$ cat config.mk
export PLATFORM = sky130hd
export DESIGN_NAME = lnk_bringup
export DESIGN_NICKNAME = d
export VERILOG_FILES = /design/src/rtl/lbs_pkg.sv /design/src/rtl/lbs_poll.sv /design/src/rtl/lbs_phy_rmw.sv /design/src/rtl/lnk_bringup.sv
export SDC_FILE = /design/constraint.sdc
export NUM_CORES = 1
export LEC_CHECK = 0
export BUFFER_PORTS_ARGS = -buffer_cell sky130_fd_sc_hd__buf_4
export CORE_ASPECT_RATIO = 1.25
export CORE_MARGIN = 5
export CORE_UTILIZATION = 30
export CTS_BUF_LIST = sky130_fd_sc_hd__clkbuf_2
export DETAILED_ROUTE_END_ITERATION = 8
export PLACE_DENSITY = 0.63
export SLEW_MARGIN = 20
export SYNTH_ARGS = -nofsm -noshare
export SYNTH_HDL_FRONTEND = slang
export SYNTH_SLANG_ARGS = --single-unit
$ cat constraint.sdc
create_clock -name clk -period 4.2 [get_ports clk]
set_input_delay 0.63 -clock clk [delete_from_list [all_inputs] [get_ports clk]]
set_output_delay 0.63 -clock clk [all_outputs]
set_load 0.02 [all_outputs]
$ cat src/rtl/lbs_pkg.sv
`timescale 1ns/1ps
package lbs_pkg;

  localparam int SPD_W = 4;

  localparam logic [SPD_W-1:0] GEN1 = 4'd1;
  localparam logic [SPD_W-1:0] GEN2 = 4'd2;

  // Bit positions decoded from the neighbouring controller's status words
  localparam int LNK_UP_BIT  = 4;
  localparam int IN_TRN_BIT  = 29;
  localparam int SPD_CHG_BIT = 17;
  localparam int CUR_SPD_LSB = 16;

  localparam logic [15:0] RX_OVRD_ADDR = 16'h1005;
  localparam logic [15:0] RX_OVRD_MASK = 16'h0028;

  typedef enum logic [3:0] {
    ST_IDLE, ST_ARM, ST_TRAIN1, ST_SPD, ST_TRAIN2,
    ST_REC_SET, ST_REC_HOLD, ST_REC_CLR, ST_OK, ST_FAIL
  } lbs_state_e;

  typedef enum logic [1:0] {RW_IDLE, RW_RD, RW_WR} rmw_state_e;

endpackage

$ cat src/rtl/lbs_poll.sv
`timescale 1ns/1ps
// Interval timer plus retry counter shared by every polling phase.
module lbs_poll #(
  parameter int CW = 8,
  parameter int TW = 8
) (
  input  logic          clk,
  input  logic          rst_n,
  input  logic          begin_i,
  input  logic          retry_i,
  input  logic          stop_i,
  input  logic [CW-1:0] interval_i,
  input  logic [TW-1:0] limit_i,
  output logic          due_o,
  output logic          last_o
);

  logic [CW-1:0] cnt_q, cnt_d;
  logic [TW-1:0] try_q, try_d;
  logic          act_q, act_d;
  logic [TW:0]   try_next;

  always_comb begin
    cnt_d = cnt_q;
    try_d = try_q;
    act_d = act_q;
    if (begin_i) begin
      cnt_d = interval_i;
      try_d = '0;
      act_d = 1'b1;
    end else if (retry_i) begin
      cnt_d = interval_i;
      try_d = try_q + 1'b1;
    end else if (stop_i) begin
      act_d = 1'b0;
    end else if (act_q && (cnt_q != '0)) begin
      cnt_d = cnt_q - 1'b1;
    end
  end

  always_ff @(posedge clk or negedge rst_n) begin
    if (!rst_n) begin
      cnt_q <= '0;
      try_q <= '0;
      act_q <= 1'b0;
    end else begin
      cnt_q <= cnt_d;
      try_q <= try_d;
      act_q <= act_d;
    end
  end

  assign try_next = {1'b0, try_q} + {{TW{1'b0}}, 1'b1};
  assign due_o    = act_q && (cnt_q == '0);
  assign last_o   = try_next >= {1'b0, limit_i};

endmodule

$ cat src/rtl/lbs_phy_rmw.sv
`timescale 1ns/1ps
// Read-modify-write of one PHY register: set or clear a fixed mask.
module lbs_phy_rmw
  import lbs_pkg::*;
#(
  parameter int            AW   = 16,
  parameter int            DW   = 16,
  parameter logic [AW-1:0] ADDR = RX_OVRD_ADDR,
  parameter logic [DW-1:0] MASK = RX_OVRD_MASK
) (
  input  logic          clk,
  input  logic          rst_n,
  input  logic          go_i,
  input  logic          set_i,
  output logic          done_o,
  output logic          phy_req,
  output logic          phy_we,
  output logic [AW-1:0] phy_addr,
  output logic [DW-1:0] phy_wdata,
  input  logic          phy_ack,
  input  logic [DW-1:0] phy_rdata
);

  rmw_state_e    st_q, st_d;
  logic [DW-1:0] dat_q, dat_d;
  logic          set_q, set_d;

  always_comb begin
    st_d  = st_q;
    dat_d = dat_q;
    set_d = set_q;
    unique case (st_q)
      RW_IDLE: if (go_i) begin
        st_d  = RW_RD;
        set_d = set_i;
      end
      RW_RD: if (phy_ack) begin
        dat_d = set_q ? (phy_rdata | MASK) : (phy_rdata & ~MASK);
        st_d  = RW_WR;
      end
      RW_WR: if (phy_ack) st_d = RW_IDLE;
      default: st_d = RW_IDLE;
    endcase
  end

  always_ff @(posedge clk or negedge rst_n) begin
    if (!rst_n) begin
      st_q  <= RW_IDLE;
      dat_q <= '0;
      set_q <= 1'b0;
    end else begin
      st_q  <= st_d;
      dat_q <= dat_d;
      set_q <= set_d;
    end
  end

  assign phy_req   = (st_q != RW_IDLE);
  assign phy_we    = (st_q == RW_WR);
  assign phy_addr  = ADDR;
  assign phy_wdata = dat_q;
  assign done_o    = (st_q == RW_WR) && phy_ack;

endmodule

$ cat src/rtl/lnk_bringup.sv
`timescale 1ns/1ps
module lnk_bringup
  import lbs_pkg::*;
#(
  parameter int LINK_TRIES = 200,
  parameter int LINK_CYC   = 100000,
  parameter int SPD_TRIES  = 200,
  parameter int SPD_CYC    = 20000,
  parameter int HOLD_CYC   = 250000,
  parameter int PHY_AW     = 16,
  parameter int PHY_DW     = 16
) (
  input  logic              clk,
  input  logic              rst_n,
  input  logic              start,
  output logic [SPD_W-1:0]  speed_cap,
  output logic              train_en,
  output logic              spd_chg_set,
  input  logic [31:0]       dbg_stat,
  input  logic [31:0]       spd_ctl_stat,
  input  logic [31:0]       lnk_stat,
  output logic              phy_req,
  output logic              phy_we,
  output logic [PHY_AW-1:0] phy_addr,
  output logic [PHY_DW-1:0] phy_wdata,
  input  logic              phy_ack,
  input  logic [PHY_DW-1:0] phy_rdata,
  output logic              link_ok,
  output logic              link_fail,
  output logic [SPD_W-1:0]  link_speed
);

  localparam int CYC_A   = (LINK_CYC > SPD_CYC) ? LINK_CYC : SPD_CYC;
  localparam int CYC_MAX = (CYC_A > HOLD_CYC) ? CYC_A : HOLD_CYC;
  localparam int CW      = $clog2(CYC_MAX + 1);
  localparam int TRY_MAX = (LINK_TRIES > SPD_TRIES) ? LINK_TRIES : SPD_TRIES;
  localparam int TW      = $clog2(TRY_MAX + 1);

  localparam logic [CW-1:0] LINK_I = CW'(LINK_CYC);
  localparam logic [CW-1:0] SPD_I  = CW'(SPD_CYC);
  localparam logic [CW-1:0] HOLD_I = CW'(HOLD_CYC);
  localparam logic [TW-1:0] LINK_L = TW'(LINK_TRIES);
  localparam logic [TW-1:0] SPD_L  = TW'(SPD_TRIES);

  lbs_state_e       st_q, st_d;
  logic [SPD_W-1:0] cap_q, cap_d, spd_q, spd_d;
  logic             trn_q, trn_d, pls_q, pls_d;
  logic             ok_q, ok_d, fail_q, fail_d;

  logic          p_begin, p_retry, p_stop, p_due, p_last;
  logic [CW-1:0] p_int;
  logic [TW-1:0] p_lim;
  logic          rmw_go, rmw_set, rmw_done;
  logic          link_ready, spd_busy;
  logic          unused_bits;

  assign link_ready  = dbg_stat[LNK_UP_BIT] & ~dbg_stat[IN_TRN_BIT];
  assign spd_busy    = spd_ctl_stat[SPD_CHG_BIT];
  assign unused_bits = ^{dbg_stat, spd_ctl_stat, lnk_stat};

  lbs_poll #(.CW(CW), .TW(TW)) u_poll (
    .clk(clk), .rst_n(rst_n),
    .begin_i(p_begin), .retry_i(p_retry), .stop_i(p_stop),
    .interval_i(p_int), .limit_i(p_lim),
    .due_o(p_due), .last_o(p_last)
  );

  lbs_phy_rmw #(.AW(PHY_AW), .DW(PHY_DW),
                .ADDR(PHY_AW'(RX_OVRD_ADDR)), .MASK(PHY_DW'(RX_OVRD_MASK))) u_rmw (
    .clk(clk), .rst_n(rst_n),
    .go_i(rmw_go), .set_i(rmw_set), .done_o(rmw_done),
    .phy_req(phy_req), .phy_we(phy_we), .phy_addr(phy_addr),
    .phy_wdata(phy_wdata), .phy_ack(phy_ack), .phy_rdata(phy_rdata)
  );

  // Interval reloaded on a retry and limit seen by the active phase
  always_comb begin
    p_lim = (st_q == ST_SPD) ? SPD_L : LINK_L;
    unique case (st_q)
      ST_SPD:                 p_int = SPD_I;
      ST_REC_SET, ST_REC_HOLD: p_int = HOLD_I;
      default:                p_int = LINK_I;
    endcase
    if (st_q == ST_TRAIN1 && p_due && link_ready) p_int = SPD_I;
    if (st_q == ST_SPD && p_due && !spd_busy)     p_int = LINK_I;
  end

  always_comb begin
    st_d    = st_q;
    cap_d   = cap_q;
    trn_d   = trn_q;
    pls_d   = 1'b0;
    ok_d    = ok_q;
    fail_d  = fail_q;
    spd_d   = spd_q;
    p_begin = 1'b0;
    p_retry = 1'b0;
    p_stop  = 1'b0;
    rmw_go  = 1'b0;
    rmw_set = 1'b0;
    unique case (st_q)
      ST_IDLE, ST_OK, ST_FAIL: if (start) begin
        st_d   = ST_ARM;
        cap_d  = GEN1;
        trn_d  = 1'b0;
        ok_d   = 1'b0;
        fail_d = 1'b0;
        spd_d  = '0;
      end
      ST_ARM: begin
        trn_d   = 1'b1;
        p_begin = 1'b1;
        st_d    = ST_TRAIN1;
      end
      ST_TRAIN1: if (p_due) begin
        if (link_ready) begin
          cap_d   = GEN2;
          pls_d   = 1'b1;
          p_begin = 1'b1;
          st_d    = ST_SPD;
        end else if (p_last) begin
          p_stop  = 1'b1;
          rmw_go  = 1'b1;
          rmw_set = 1'b1;
          st_d    = ST_REC_SET;
        end else begin
          p_retry = 1'b1;
        end
      end
      ST_SPD: if (p_due) begin
        if (!spd_busy) begin
          p_begin = 1'b1;
          st_d    = ST_TRAIN2;
        end else if (p_last) begin
          p_stop  = 1'b1;
          rmw_go  = 1'b1;
          rmw_set = 1'b1;
          st_d    = ST_REC_SET;
        end else begin
          p_retry = 1'b1;
        end
      end
      ST_TRAIN2: if (p_due) begin
        if (link_ready) begin
          p_stop = 1'b1;
          ok_d   = 1'b1;
          spd_d  = lnk_stat[CUR_SPD_LSB +: SPD_W];
          st_d   = ST_OK;
        end else if (p_last) begin
          p_stop  = 1'b1;
          rmw_go  = 1'b1;
          rmw_set = 1'b1;
          st_d    = ST_REC_SET;
        end else begin
          p_retry = 1'b1;
        end
      end
      ST_REC_SET: if (rmw_done) begin
        p_begin = 1'b1;
        st_d    = ST_REC_HOLD;
      end
      ST_REC_HOLD: if (p_due) begin
        p_stop  = 1'b1;
        rmw_go  = 1'b1;
        rmw_set = 1'b0;
        st_d    = ST_REC_CLR;
      end
      ST_REC_CLR: if (rmw_done) begin
        fail_d = 1'b1;
        st_d   = ST_FAIL;
      end
      default: st_d = ST_IDLE;
    endcase
  end

  always_ff @(posedge clk or negedge rst_n) begin
    if (!rst_n) begin
      st_q   <= ST_IDLE;
      cap_q  <= GEN1;
      trn_q  <= 1'b0;
      pls_q  <= 1'b0;
      ok_q   <= 1'b0;
      fail_q <= 1'b0;
      spd_q  <= '0;
    end else begin
      st_q   <= st_d;
      cap_q  <= cap_d;
      trn_q  <= trn_d;
      pls_q  <= pls_d;
      ok_q   <= ok_d;
      fail_q <= fail_d;
      spd_q  <= spd_d;
    end
  end

  assign speed_cap   = cap_q;
  assign train_en    = trn_q;
  assign spd_chg_set = pls_q;
  assign link_ok     = ok_q;
  assign link_fail   = fail_q;
  assign link_speed  = spd_q;

endmodule

Yosys cells after proc, flatten, opt, wreduce, memory -nomap -nowiden
Index checks and enable logic that the tools add are counted.
- flip-flop bits (word level): 62
- input port bits: 116
- output and inout port bits: 46
- logic and storage cells: 144
- add/subtract/negate cells: 3
- magnitude comparators: 1
- equality and inequality tests: 25
- multiplexer cells: 67
- bitwise gates (word level): 2
- reduce and logical (&&, ||, !) cells: 33
- operator list (kind ; count):
    18-bit two-way mux ; 6
    4-bit two-way mux ; 16
    18-bit one-hot mux with 2 select lines ; 1
    4-bit one-hot mux with 8 select lines ; 1
    1-bit two-way mux ; 26
    2-bit != test, second input constant ; 12
    18-bit zero test ; 1
    18-bit nonzero test ; 1
    18-bit by 1-bit subtractor with 18-bit output, second input constant ; 1
    4-bit by 3-bit == test with 1-bit output, second input constant ; 4
    8-bit two-way mux ; 2
    4-bit one-hot mux with 2 select lines ; 2
    2-bit nonzero test ; 7
    1-bit one-hot mux with 2 select lines ; 5
    2-bit AND reduction ; 5
    8-bit by 1-bit adder with 9-bit output, second input constant ; 1
    9-bit by 8-bit >= comparator with 1-bit output, second input constant ; 1
    8-bit by 1-bit adder with 8-bit output, second input constant ; 1
    4-bit by 2-bit == test with 1-bit output, second input constant ; 2
    4-bit == test, second input constant ; 2
    1-bit one-hot mux with 4 select lines ; 2
    4-bit AND reduction ; 2
    1-bit logical AND ; 7
    7-bit AND reduction ; 1
    other kinds (18) ; 22

Depth between registers and ports, before layout
Gate-level depths: netlist of run 1.
- word-level depth: 9
- gate-level depth with buffers: 10
- depth with buffers taken out: 8

By module
From an unflattened synthesis of run 1, not the netlist that was laid out.
- cell total of the unflattened synthesis: 388
- area total of the unflattened synthesis: 3727.3 µm²
- modules (own cells, without submodules) (module ; instances ; cells each ; area each (µm²) ; seq. area each (µm²)):
    lbs_poll ; 1 ; 207 ; 1821.7 ; 675.6
    lnk_bringup ; 1 ; 118 ; 1028.5 ; 351.6
    lbs_phy_rmw ; 1 ; 63 ; 877.1 ; 450.4

Least setup slack after synthesis of run 1
OpenSTA, ideal clock, no wires.
- path type: input to register
- start point: input port dbg_stat[4]
- end point: register u_poll.cnt_q[4]
- setup time: 0.118 ns
- arrival: 2.085 ns
- data required time: 4.082 ns
- path slack: 1.997 ns
- cell stages on the path: 8
- buffers on the path: 2
- cells stage by stage: nor2b_1 > or3_1 > a21oi_1 > nand4b_1 > and2_1 > buf_6 > buf_6 > a21o_1
- cells in the longest elaborated chain, start to end: 6
- elaborated cells on any way between the ends: 20
- those cells by class: eq/ne: 1; mux: 15; bitwise: 1; reduce/logical: 3
- ends and longest elaborated chain (element ; RTL line ; source):
    start, declared ; lnk_bringup.sv:19 ; input logic [31:0] dbg_stat,
    1-bit AND * ; lnk_bringup.sv:57 ; assign link_ready = dbg_stat[LNK_UP_BIT] & ~dbg_stat[IN_TRN_BIT];
    1-bit two-way mux, or another cell as far along ; lnk_bringup.sv:116 ; if (link_ready) begin
    1-bit two-way mux, or another cell as far along ; lnk_bringup.sv:115 ; ST_TRAIN1: if (p_due) begin
    1-bit one-hot mux with 4 select lines, or another cell as far along ; lnk_bringup.sv:101 ; unique case (st_q)
    3-bit != test (no source line), or another cell as far along ; n/a ;
    2-bit AND reduction (no source line) or 18-bit two-way mux (tied branches) ; n/a ;
    end signal, assigned ; lbs_poll.sv:47 ; cnt_q <= cnt_d;
    end, declared ; lbs_poll.sv:18 ; logic [CW-1:0] cnt_q, cnt_d;
Every way passes the cells marked *; elsewhere a longest branch is shown, timed or not.
A chain may end at the register's enable or synchronous reset.

Final worst setup path of run 1
- start point: register u_poll.cnt_q[0]
- end point: register u_poll.cnt_q[14]
- cells in the longest elaborated chain, start to end: 8
- elaborated cells on any way between the ends: 29
- those cells by class: add/sub: 1; eq/ne: 1; mux: 17; reduce/logical: 10
- ends and longest elaborated chain (element):
    parallel branches: the longest is 8 deep, another holds 18-bit by 1-bit subtractor with 18-bit output
Several ways; the timed one is not identified. The select of a mux whose other input is x is not followed.

==> results of run 1 <==
## layout make-up
type / count / area (um2) / area share (%)
Clock inverter: 7 / 106 / 2.68
Sequential cell: 59 / 1480 / 37.2
Multi-Input combinational cell: 270 / 1710 / 43.1
Timing Repair Buffer: 54 / 405 / 10.2
Tap cell: 135 / 169 / 4.25
Inverter: 15 / 56.3 / 1.42
Clock buffer: 9 / 45.0 / 1.13
## flip-flops by register name (all words and copies together), names as in the netlist
signal           count
link_speed           4
u_poll.act_q         1
u_poll.try_q         8
u_rmw.set_q          1
u_rmw.st_q           2
u_rmw.phy_wdata     15
train_en             1
spd_chg_set          1
u_poll.cnt_q        18
link_fail            1
link_ok              1
st_q                 4
speed_cap            2
## power breakdown
part / leakage (nW) / switching, mW / internal, mW
Combinational: 0.982 / 0.406 / 0.304
Clock: 0.0884 / 0.221 / 0.250
Sequential: 0.750 / 0.190 / 0.685
Total: 1.82 / 0.818 / 1.24
## cell usage in the layout, fill, tap and decap left out, drive strengths merged, types with 4 or more instances in the layout
cell type and instances:
inv 15, a211oi 5, nand4b 4, nand3 17, xnor2 7, ha 4, a21boi 4, o211ai 4
nor3 10, conb 18, nand2 30, a21oi 28, nand2b 10, a21o 7, nor2 20, o21ai 20
nor2b 7, xor2 9, and3 4, clkbuf 9, buf 54, dfrtp 58, mux2 16, nor4 6
clkinv 4, or2 4, or3 4
## through the flow
step / utilization (%) / worst slack (ns) / total power [mW] / instances
after floorplan: - / 2.00 / 1.39 / 378
after CTS: 35.9 / 1.52 / 2.07 / 549
after global placement: 34.5 / 1.55 / 1.57 / 533
final: 35.9 / 1.52 / 2.06 / 549
after global routing: 35.9 / 1.35 / 2.21 / 549
after detailed placement: 34.5 / 1.54 / 1.59 / 533
## synth_stat cells, drive strengths merged (4+ instances only)
cell	n
nand2	30
nor4	6
nor3	10
o211ai	4
a21oi	28
nand2b	10
nor2	20
dfrtp	58
or2	4
xnor2	7
ha	4
nor2b	7
and3	4
xor2	9
a211oi	5
or3	4
a21o	7
mux2	16
buf	22
inv	15
nand4b	4
o21ai	20
clkbuf	12
a21boi	4
nand3	17
## worst min path at each step
stage | from | end | slack [ns] | depth (start not counted)
2_1_floorplan | rst_n | link_fail$_DFFE_PN0P_ | 0.33 | 0
3_5_place_dp | speed_cap[0]$_DFFE_PN1P_ | speed_cap[0]$_DFFE_PN1P_ | 0.46 | 2
4_1_cts | rst_n | u_rmw.phy_wdata[7]$_DFFE_PN0P_ | 0.16 | 1
5_1_grt | rst_n | u_rmw.phy_wdata[7]$_DFFE_PN0P_ | 0.18 | 1
6_report | rst_n | u_rmw.phy_wdata[7]$_DFFE_PN0P_ | 0.17 | 1
3_3_place_gp | speed_cap[0]$_DFFE_PN1P_ | speed_cap[0]$_DFFE_PN1P_ | 0.45 | 2
## cells by family after synthesis
logic type / after synthesis
buffers and inverters: 49
muxes: 18
AOI/OAI and AO/OA: 85
adders and majority gates: 4
xor gates and xnor gates: 16
other: 2
DFF: 59
and+or+nand+nor: 129
## routing by layer
layer | up-vias | global-route usage (%) | wire length (um)
met5 | - | 0 | 0
met4 | 0 | 5.42 | 150
met3 | 15 | 4.04 | 514
met2 | 87 | 18.8 | 3770
met1 | 1358 | 15.1 | 3460
li1 | 1340 | - | -
## critical path, stage by stage, from the launching register on
cell     delay (ns)
dfrtp_1        0.46
inv_1          0.11
ha_1           0.23
nor2b_1        0.15
and4b_1        0.25
and3_1         0.27
a21oi_2        0.29
and2_1         0.61
mux2i_1        0.24
==> summary.md, run 1 <==
| Metric | Value |
|---|---|
| Routability cong. | 0.883 |
| Row cnt | 43 |
| CTS Hold Bufs | 0 |
| Max Freq | 374 MHz |
| Filler Cell Count | 1,151 |
| Fin. max-slew vios | 0 |
| DR iter-0 viols | 116 |
| FF+latch count, synth | 59 |
| Synth Area in Compound Gates | 15.7% |
| WP data required | 4.62 ns |
| Core area | 11,100 um2 |
| Register area share after synthesis | 43.4% |
| Reg2reg setup slack | 1.52 ns |
| Status | finished, final reports clean |
| Initial antenna violation count | 0 |
| Synth warn | 0 |
| CP Max Fanout | 15 |
| Fin. Hold Viols | 0 |
| # H-tree levels | 3 |
| TNS Setup | 0 ns |
| Post-synth EDFFs | 0 |
| Die area | 13,600 um2 |
| Nets | 529 |
| Setup crit start | u_poll.cnt_q[0]$_DFFE_PN0P_ |
| Antenna Cells | 0 |
| Slew headroom | 43.9% |
| Largest area contributor in the netlist | dfrtp_1 |
| Gr usage total | 12.0% |
| Minimum clock period | 2.68 ns |
| Synth top area share | 42.7% |
| Unrepaired setup endpoints after global routing | false |
| Max VDD drop | 0.000268 V |
| Clk_lat worst skew | 0.51 ns |
| DRC viols | 0 |
| Clock Pin Slew Worst Setup and Hold Paths | 0.18 ns |
| Simple-Gate Fraction of Synth Area | 21.3% |
| Worst r2r dst | u_poll.cnt_q[14]$_DFFE_PN0P_ |
| Post-DR wirelength/cell | 14.4 um |
| Ratio of final minimum period to clock period | 63.7% |
| Power Density | 517 nW/um2 |
| Ys flop type | dfrtp_1 |
| Share of cells above drive strength 1 | 22.2% |
| Clock Sinks | 59 |
| Largest net degree at the start of global routing | 60 |
| CP endpoint | u_poll.cnt_q[14]$_DFFE_PN0P_ |
| Initial Utilization | 30.7% |
| Synth Area in XOR/XNOR | 4.12% |
| Synth area leaders | dfrtp_1 (43%), mux2_2 (5.3%), buf_4 (4.2%) |
| Port Buf Inserts | 52 |
| CP Launch Type | register |
| CTS root buf | clkbuf_2 |
| Max_cap viols | 0 |
| Area Overhead vs Synth | 16.8% |
| Main combinational cell family by area after synthesis | simple AND/OR/NAND/NOR gates |
| Antenna Nets Post-Route | 0 |
| Final WL | 7900 um |
| Post-Synth Adder-Cell Area | 1.47% |
| Worst EP arrival | 3.10 ns |
| Worst r2r src | u_poll.cnt_q[0]$_DFFE_PN0P_ |
| Unique masters post-synth | 53 |
| Async set-reset flop share out of synthesis | 100% |
| Placement Cell Area | 3820 um2 |
| Mux contribution to synthesized area | 5.88% |
| Detailed placement HPWL | 5600 um |
| Top-level port count | 162 |
| Die width | 105 um |
| Crit path kind | register to register |
| Cells after synthesis | 362 |
| R2R cell count | 8 |
| DR vias | 2,800 |
| Post-CTS sizing | 0 |
| CTS Buf Count | 9 |
| Vias in the first global route | 2,756 |
| Final setup vio count | 0 |
| Initial DRT Pass Iterations | 4 |
| TritonCTS clock tree | built |
| Slew @ Worst Pin | 0.836 ns |
| Worst Setup End Kind | register |
| GR Overflow Total | 0 |
| Vias per inst | 5.10 |
| Syn Std Cell Area | 3400 um2 |
| HP Class | input pin to async pin |
| CTS max path bufs | 2 |
| Final Cell Area | 3970 um2 |
| Worst Hold Margin | 0.174 ns |
| Syn_area_per_cell | 9.40 um2 |
| Worst Clk Skew | 0.0302 ns |
| Post-CTS setup repair buffer count | 0 |
| First-pass GRT wire length | 13,300 um |
| Die H | 129 um |
| Lkg Pwr | 1.82 nW |
Power figures use the tool's default switching activity.
==> inputs of run 2 (changes only) <==
--- a/config.mk
+++ b/config.mk
@@ -5,13 +5,14 @@
 export SDC_FILE = /design/constraint.sdc
 export NUM_CORES = 1
 export LEC_CHECK = 0
+export ABC_AREA = 1
 export BUFFER_PORTS_ARGS = -buffer_cell sky130_fd_sc_hd__buf_4
 export CORE_ASPECT_RATIO = 1.25
 export CORE_MARGIN = 5
 export CORE_UTILIZATION = 30
 export CTS_BUF_LIST = sky130_fd_sc_hd__clkbuf_2
 export DETAILED_ROUTE_END_ITERATION = 8
-export PLACE_DENSITY = 0.63
+export PLACE_DENSITY = 0.64
 export SLEW_MARGIN = 20
 export SYNTH_ARGS = -nofsm -noshare
 export SYNTH_HDL_FRONTEND = slang
==> constraint.sdc (replaced) <==
create_clock -name clk -period 2.2 [get_ports clk]
set_input_delay 0.33 -clock clk [delete_from_list [all_inputs] [get_ports clk]]
set_output_delay 0.33 -clock clk [all_outputs]
set_load 0.02 [all_outputs]
==> run 2 against run 1 <==
Net effect: synthesized area rose by 11%; routed wire length rose by 13%; flip-flop and latch count did not move; non-clock buffer count rose by 26; synthesized cell count rose by 33%; global-route usage rose by 0.80 points; largest cell class unchanged; count of clock-buffer cells in the layout rose by 1; combinational power rose to 2.8 times the previous value; register-to-register slack got worse by 1.3 ns; cell area rose by 16%.
==> summary.md, run 2 <==
| Metric | Value |
|---|---|
| Vias per inst | 4.56 (-11%) |
| CP Max Fanout | 9 (-6) |
| Syn Std Cell Area | 3760 um2 (+11%) |
| Synth top area share | 38.6% (-4.1 points) |
| FF+latch count, synth | 59 (unchanged) |
| Largest area contributor in the netlist | dfrtp_1 |
| Clock Pin Slew Worst Setup and Hold Paths | 0.16 ns (-0.02 ns) |
| Slew headroom | 50.0% (+6.2 points) |
| Slew @ Worst Pin | 0.749 ns (-0.0863 ns) |
| Ratio of final minimum period to clock period | 91.9% (+28 points) |
| Util after Layout | 37.8% (+1.9 points) |
| Cells after synthesis | 482 (+33%) |
| TritonCTS clock tree | built |
| Worst Setup End Kind | register |
| Die H | 135 um (+4.8%) |
| Final WL | 8960 um (+13%) |
| Final setup vio count | 0 (unchanged) |
| Antenna Cells | 0 (unchanged) |
| Power Density | 961 nW/um2 (+86%) |
| Die width | 110 um (+4.7%) |
| DRC viols | 0 (unchanged) |
| CTS max path bufs | 2 (unchanged) |
| Port Buf Inserts | 52 (unchanged) |
| Initial antenna violation count | 0 (unchanged) |
| Synth area leaders | dfrtp_1 (39%), nand2_1 (12%), nand3_1 (5.7%) |
| Row cnt | 45 (+4.7%) |
| Commonest cells in the netlist | nand2_1 (117), dfrtp_1 (58), inv_1 (54) |
| Post-synth EDFFs | 0 (unchanged) |
| Minimum clock period | 2.02 ns (-0.656 ns) |
| Area Overhead vs Synth | 22.7% |
| Antenna Nets Post-Route | 0 (unchanged) |
| Max VDD drop | 0.000346 V (+29%) |
| HP Class | input pin to register |
| Initial Utilization | 30.8% (+0.098 points) |
| DR vias | 3,333 (+19%) |
| Syn_area_per_cell | 7.81 um2 (-17%) |
| Status | finished, final reports clean |
| Most frequent cell after synthesis | nand2_1 |
| Post-DR wirelength/cell | 12.3 um (-15%) |
| Gr usage total | 12.8% (+0.80 points) |
| Worst Clk Skew | 0.0215 ns (-0.00869 ns) |
| Reg with most FFs | u_poll.cnt_q |
| Max Freq | 495 MHz (+32%) |
| Synth warn | 0 (unchanged) |
| DR iter-0 viols | 250 (+120%) |
| # H-tree levels | 3 (unchanged) |
| Routability cong. | 0.934 (+5.7%) |
| Hold path depth | 2 |
| Commonest non-fill, non-tap cell in the layout | nand2_1 |
| Filler Cell Count | 1,254 (+8.9%) |
| Nets | 682 (+29%) |
| Fin. Hold Viols | 0 (unchanged) |
| Core area | 12,200 um2 (+10%) |
| Register area share after synthesis | 39.3% (-4.2 points) |
| Largest net degree at the start of global routing | 60 (unchanged) |
| Final non-filler cell total | 731 (+33%) |
| Max_cap viols | 0 (unchanged) |
| Die area | 14,900 um2 (+9.7%) |
| Unique masters post-synth | 39 (-26%) |
| WP data required | 2.62 ns (-2.00 ns) |
| Initial DRT Pass Iterations | 4 (unchanged) |
| Lkg Pwr | 2.37 nW (+30%) |
| CP Launch Type | register |
| R2R cell count | 13 (+5) |
| CTS root buf | clkbuf_2 |
| Share of cells above drive strength 1 | 26.8% (+4.6 points) |
| GR Overflow Total | 0 (unchanged) |
| Dpl cells | 700 (+31%) |
| CTS Buf Count | 9 (unchanged) |
| Vias in the first global route | 3,245 (+18%) |
| Ys flop type | dfrtp_1 |
| First-pass GRT wire length | 15,300 um (+15%) |
| Clock Sinks | 59 (unchanged) |
| Fin. max-slew vios | 0 (unchanged) |
| Max reg flops | 18 (unchanged) |
| Worst EP arrival | 2.45 ns (-0.65 ns) |
| Async set-reset flop share out of synthesis | 100% (unchanged) |
| Most frequent cells in the layout | nand2_1 (116), buf_4 (67), dfrtp_1 (58) |
| Detailed placement HPWL | 6830 um (+22%) |
| Crit path kind | register to register |
| Top-level port count | 162 (unchanged) |
| Clk_lat worst skew | 0.49 ns (-0.02 ns) |
run 2: cell families (layout without fill, tap and decap cells):
group | count (synthesis) | after routing | share of synthesized area (%)
simple gates | 261 | 261 | 33.6
flops | 59 | 59 | 39.3
fa+ha+maj | 4 | 4 | 1.33
compound gates | 45 | 45 | 7.28
xor+xnor | 8 | 8 | 1.86
mux | 15 | 15 | 4.49
other cells | 2 | 18 | 0.200
buf+inv | 88 | 157 | 12.0
run 2: what timing repair did:
action / 4_1_cts / 5_1_grt
hold endpoints to repair: 69 / 1
gates cloned: 0 / 0
setup endpoints to repair: 3 / 29
buffers inserted: 1 / 2
hold buffers: 11 / 1
pin swaps: 1 / 2
resized for setup: 0 / 7
run 2: worst paths after layout:
path                                                   from                         endpoint  slack (ns)
worst max-delay path            u_poll.cnt_q[1]$_DFFE_PN0P_     u_poll.cnt_q[10]$_DFFE_PN0P_        0.18
worst min-delay path                          phy_rdata[13]  u_rmw.phy_wdata[13]$_DFFE_PN0P_        0.07
worst max register to register  u_poll.cnt_q[1]$_DFFE_PN0P_     u_poll.cnt_q[10]$_DFFE_PN0P_        0.18
worst min register to register      u_rmw.set_q$_DFFE_PN0P_          u_rmw.set_q$_DFFE_PN0P_        0.49
max in group asynchronous                             rst_n  u_rmw.phy_wdata[10]$_DFFE_PN0P_        1.27
min in group asynchronous                             rst_n            link_fail$_DFFE_PN0P_        0.43
run 2: critical path, cell delays in order (launching register included):
cell	delay, ns
dfrtp_1	0.42
inv_2	0.09
ha_4	0.15
inv_1	0.04
nor2_1	0.10
nand3_2	0.12
nor2_8	0.13
nand4_1	0.10
nor2_2	0.20
nand3_4	0.13
nand3_4	0.12
buf_4	0.19
nor2_1	0.06
nor2_2	0.10
run 2: routing by layer:
layer  vias up  routed length [um]  share of wire, %  track usage, %
li1       1663                   -                 -               -
met1      1582                3590                40            15.2
met2        81                4770                53            22.0
met3         7                 492               5.5            3.15
met4         0                 105               1.2            5.07
met5         -                   0                 0               0
run 2: area by class of cell:
| class | instances | area, um2 | share of cell area, % |
|---|---|---|---|
| inverter | 61 | 229 | 4.96 |
| clock inverter | 6 | 104 | 2.25 |
| clock buffer | 10 | 50.0 | 1.08 |
| timing repair buffer | 80 | 634 | 13.7 |
| multi-input combinational | 351 | 1920 | 41.5 |
| tap | 164 | 205 | 4.44 |
| sequential | 59 | 1480 | 32.0 |
run 2: metrics by stage:
| stage | power (mW) | area [um2] | hold WS, ns | setup slack (ns) | TNS, ns |
|---|---|---|---|---|---|
| after floorplan | 3.00 | 3820 | 0.0344 | 0.330 | 0 |
| after global placement | 3.43 | 4290 | 0.451 | 0.0748 | 0 |
| after detailed placement | 3.49 | 4290 | 0.456 | 0.00241 | 0 |
| after CTS | 4.43 | 4570 | 0.00114 | 0.0277 | 0 |
| after global routing | 4.85 | 4620 | 0.00743 | -0.0100 | -0.0132 |
| final | 4.44 | 4620 | 0.0657 | 0.179 | 0 |
run 2: where the power goes:
part | switching [mW] | internal [mW]
clock | 0.402 | 0.488
sequential | 0.232 | 1.32
combinational | 1.25 | 0.746
total | 1.88 | 2.55
==> inputs of run 3 (changes only) <==
--- a/config.mk
+++ b/config.mk
@@ -6,13 +6,14 @@
 export NUM_CORES = 1
 export LEC_CHECK = 0
 export ABC_AREA = 1
-export BUFFER_PORTS_ARGS = -buffer_cell sky130_fd_sc_hd__buf_4
+export BUFFER_PORTS_ARGS = -buffer_cell sky130_fd_sc_hd__buf_2
 export CORE_ASPECT_RATIO = 1.25
 export CORE_MARGIN = 5
 export CORE_UTILIZATION = 30
 export CTS_BUF_LIST = sky130_fd_sc_hd__clkbuf_2
 export DETAILED_ROUTE_END_ITERATION = 8
 export PLACE_DENSITY = 0.64
+export RECOVER_POWER = 50
 export SLEW_MARGIN = 20
 export SYNTH_ARGS = -nofsm -noshare
 export SYNTH_HDL_FRONTEND = slang
==> run 3 against run 2 <==
Net effect: cell count up 1.9%; cell area fell by 0.35%; total power down 1.8%; sequential share of layout area up 0.17 points; core utilization fell by 0.13 points; clock skew increased by 0.0061 ns; count of clock-buffer cells in the layout stayed put; largest power group unchanged.
==> summary.md, run 3 (synthesis results as in run 2) <==
| Metric | Value |
|---|---|
| Worst Hold Margin | 0.0177 ns (-0.0479 ns) |
| TritonCTS clock tree | built |
| Worst Setup End Kind | register |
| Port Buf Inserts | 52 (unchanged) |
| Commonest non-fill, non-tap cell in the layout | nand2_1 |
| Lkg Pwr | 2.37 nW (-0.11%) |
| Pre-CTS setup slack | 0.0625 ns (+0.0601 ns) |
| Antenna Nets Post-Route | 0 (unchanged) |
| Clock Sinks | 59 (unchanged) |
| Gr usage total | 12.9% (+0.038 points) |
| Reg2reg setup slack | 0.17 ns (about the same) |
| Final WL | 9180 um (+2.4%) |
| Core area | 12,200 um2 (unchanged) |
| Clock Pin Slew Worst Setup and Hold Paths | 0.18 ns (+0.02 ns) |
| Die H | 135 um (unchanged) |
| Status | finished, final reports clean |
| CP Max Fanout | 7 (-2) |
| Nets | 696 (+2.1%) |
| Vias in the first global route | 3,384 (+4.3%) |
| Post-DR wirelength/cell | 12.3 um (+0.52%) |
| Final setup vio count | 0 (unchanged) |
| Detailed placement HPWL | 6790 um (-0.67%) |
| Util after Layout | 37.7% (-0.13 points) |
| Top-level port count | 162 (unchanged) |
| Final Cell Area | 4600 um2 (-0.35%) |
| Multi-input gate area | 1920 um2 (+0.26%) |
| Fin. Hold Viols | 0 (unchanged) |
| Initial DRT Pass Iterations | 5 (+1) |
| Power Density | 947 nW/um2 (-1.5%) |
| Max reg flops | 18 (unchanged) |
| CTS root buf | clkbuf_2 |
| Worst Clk Skew | 0.0276 ns (+0.00607 ns) |
| DRC viols | 0 (unchanged) |
| Row cnt | 45 (unchanged) |
| HP Class | input pin to register |
| Max Freq | 492 MHz (-0.49%) |
| Slew @ Worst Pin | 1.47 ns (+0.721 ns) |
| DR iter-0 viols | 194 (-22%) |
| DR vias | 3,362 (+0.87%) |
| WP data required | 2.64 ns (+0.02 ns) |
| Max VDD drop | 0.000356 V (+2.9%) |
| Slew headroom | 2.00% (-48 points) |
| Register area | 1480 um2 (+0.17%) |
| Vias per inst | 4.51 (-1.0%) |
| Die width | 110 um (unchanged) |
| Initial antenna violation count | 0 (unchanged) |
| Worst EP arrival | 2.47 ns (+0.02 ns) |
| Fin. max-slew vios | 0 (unchanged) |
| Share of cells above drive strength 1 | 26.7% (-0.13 points) |
| Final WS setup | 0.169 ns (-0.00997 ns) |
| CTS max path bufs | 2 (unchanged) |
| CTS Buf Count | 9 (unchanged) |
| Initial Utilization | 30.8% (unchanged) |
| Clk_lat worst skew | 0.55 ns (+0.06 ns) |
| Crit path kind | register to register |
| Ratio of final minimum period to clock period | 92.3% (+0.45 points) |
| # H-tree levels | 3 (unchanged) |
| Die area | 14,900 um2 (unchanged) |
| Placement Cell Area | 4230 um2 (-1.6%) |
| Reg with most FFs | u_poll.cnt_q |
| Minimum clock period | 2.03 ns (+0.00997 ns) |
| Largest net degree at the start of global routing | 60 (unchanged) |
| Filler Cell Count | 1,245 (-0.72%) |
| R2R cell count | 13 (unchanged) |
| Antenna Cells | 0 (unchanged) |
| Most frequent cells in the layout | nand2_1 (116), dfrtp_1 (56), inv_1 (53) |
| CP Launch Type | register |
| Area Overhead vs Synth | 22.3% |
| Total Power | 4.36 mW (-1.8%) |
| Hold path depth | 2 (unchanged) |
| Max_cap viols | 0 (unchanged) |
| GR Overflow Total | 0 (unchanged) |
| Routability cong. | 0.963 (+3.1%) |
| First-pass GRT wire length | 15,200 um (-0.22%) |
==> run 3: cell count changes in the layout (fill, tap and decap cells not counted), sizes merged <==
cell         change
dlygate4sd3      +5
clkbuf          +12
buf              -3
clkinvlp         +1
bufinv           -1
==> run 3: final cells by class <==
class / count / share of cell area (%)
clock inverter: 6 / 1.77
sequential: 59 / 32.2
multi-input combinational: 351 / 41.8
inverter: 61 / 4.98
timing repair buffer: 94 / 13.8
tap: 164 / 4.46
clock buffer: 10 / 1.09
==> run 3: per-layer routing <==
| layer | part of all wire [%] | wire length (um) | GRT usage, % | vias to the layer above |
|---|---|---|---|---|
| met1 | 41 | 3720 | 14.2 | 1574 |
| met3 | 4.2 | 386 | 2.67 | 21 |
| met2 | 52 | 4810 | 22.8 | 70 |
| li1 | - | - | - | 1697 |
| met5 | 0 | 0 | 0 | - |
| met4 | 2.8 | 259 | 6.64 | 0 |
==> run 3: path summary, 6_finish.rpt <==
| kind | end | start |
|---|---|---|
| setup / recovery | u_poll.cnt_q[15]$_DFFE_PN0P_ | u_poll.cnt_q[1]$_DFFE_PN0P_ |
| hold / removal | u_rmw.phy_wdata[0]$_DFFE_PN0P_ | phy_rdata[0] |
| hold reg to reg | u_rmw.set_q$_DFFE_PN0P_ | u_rmw.set_q$_DFFE_PN0P_ |
| max in group asynchronous | u_poll.try_q[2]$_DFFE_PN0P_ | rst_n |
| min in group asynchronous | link_speed[3]$_DFFE_PN0P_ | rst_n |
| setup reg to reg | u_poll.cnt_q[15]$_DFFE_PN0P_ | u_poll.cnt_q[1]$_DFFE_PN0P_ |
==> run 3: where the power goes <==
group / total [mW] / internal, mW / switching (mW)
Sequential: 1.54 / 1.32 / 0.225
Combinational: 2.02 / 0.752 / 1.27
Clock: 0.794 / 0.373 / 0.421
==> run 3: what timing repair did <==
item,in CTS,in global routing
endpoints found under the hold margin,73,1
hold buffers,16,1
endpoints found under the setup margin,0,32
gates resized for setup,0,11
buffers inserted,0,6
==> run 3: metrics by stage <==
stage / TNS, ns / cells
final: 0 / 745
after global routing: -0.00125 / 745
after CTS: 0 / 737
after detailed placement: 0 / 705
after global placement: 0 / 705
after floorplan: 0 / 498
==> run 3: critical path: stages (launching register included) <==
cell	delay, ns
dfrtp_1	0.42
inv_2	0.09
ha_4	0.13
inv_1	0.04
nor2_2	0.09
nand3_2	0.12
nor2_8	0.13
nand4_1	0.10
nor2_2	0.20
nand3_4	0.18
nand3_4	0.12
inv_1	0.16
nand2_1	0.10
nand2_1	0.05
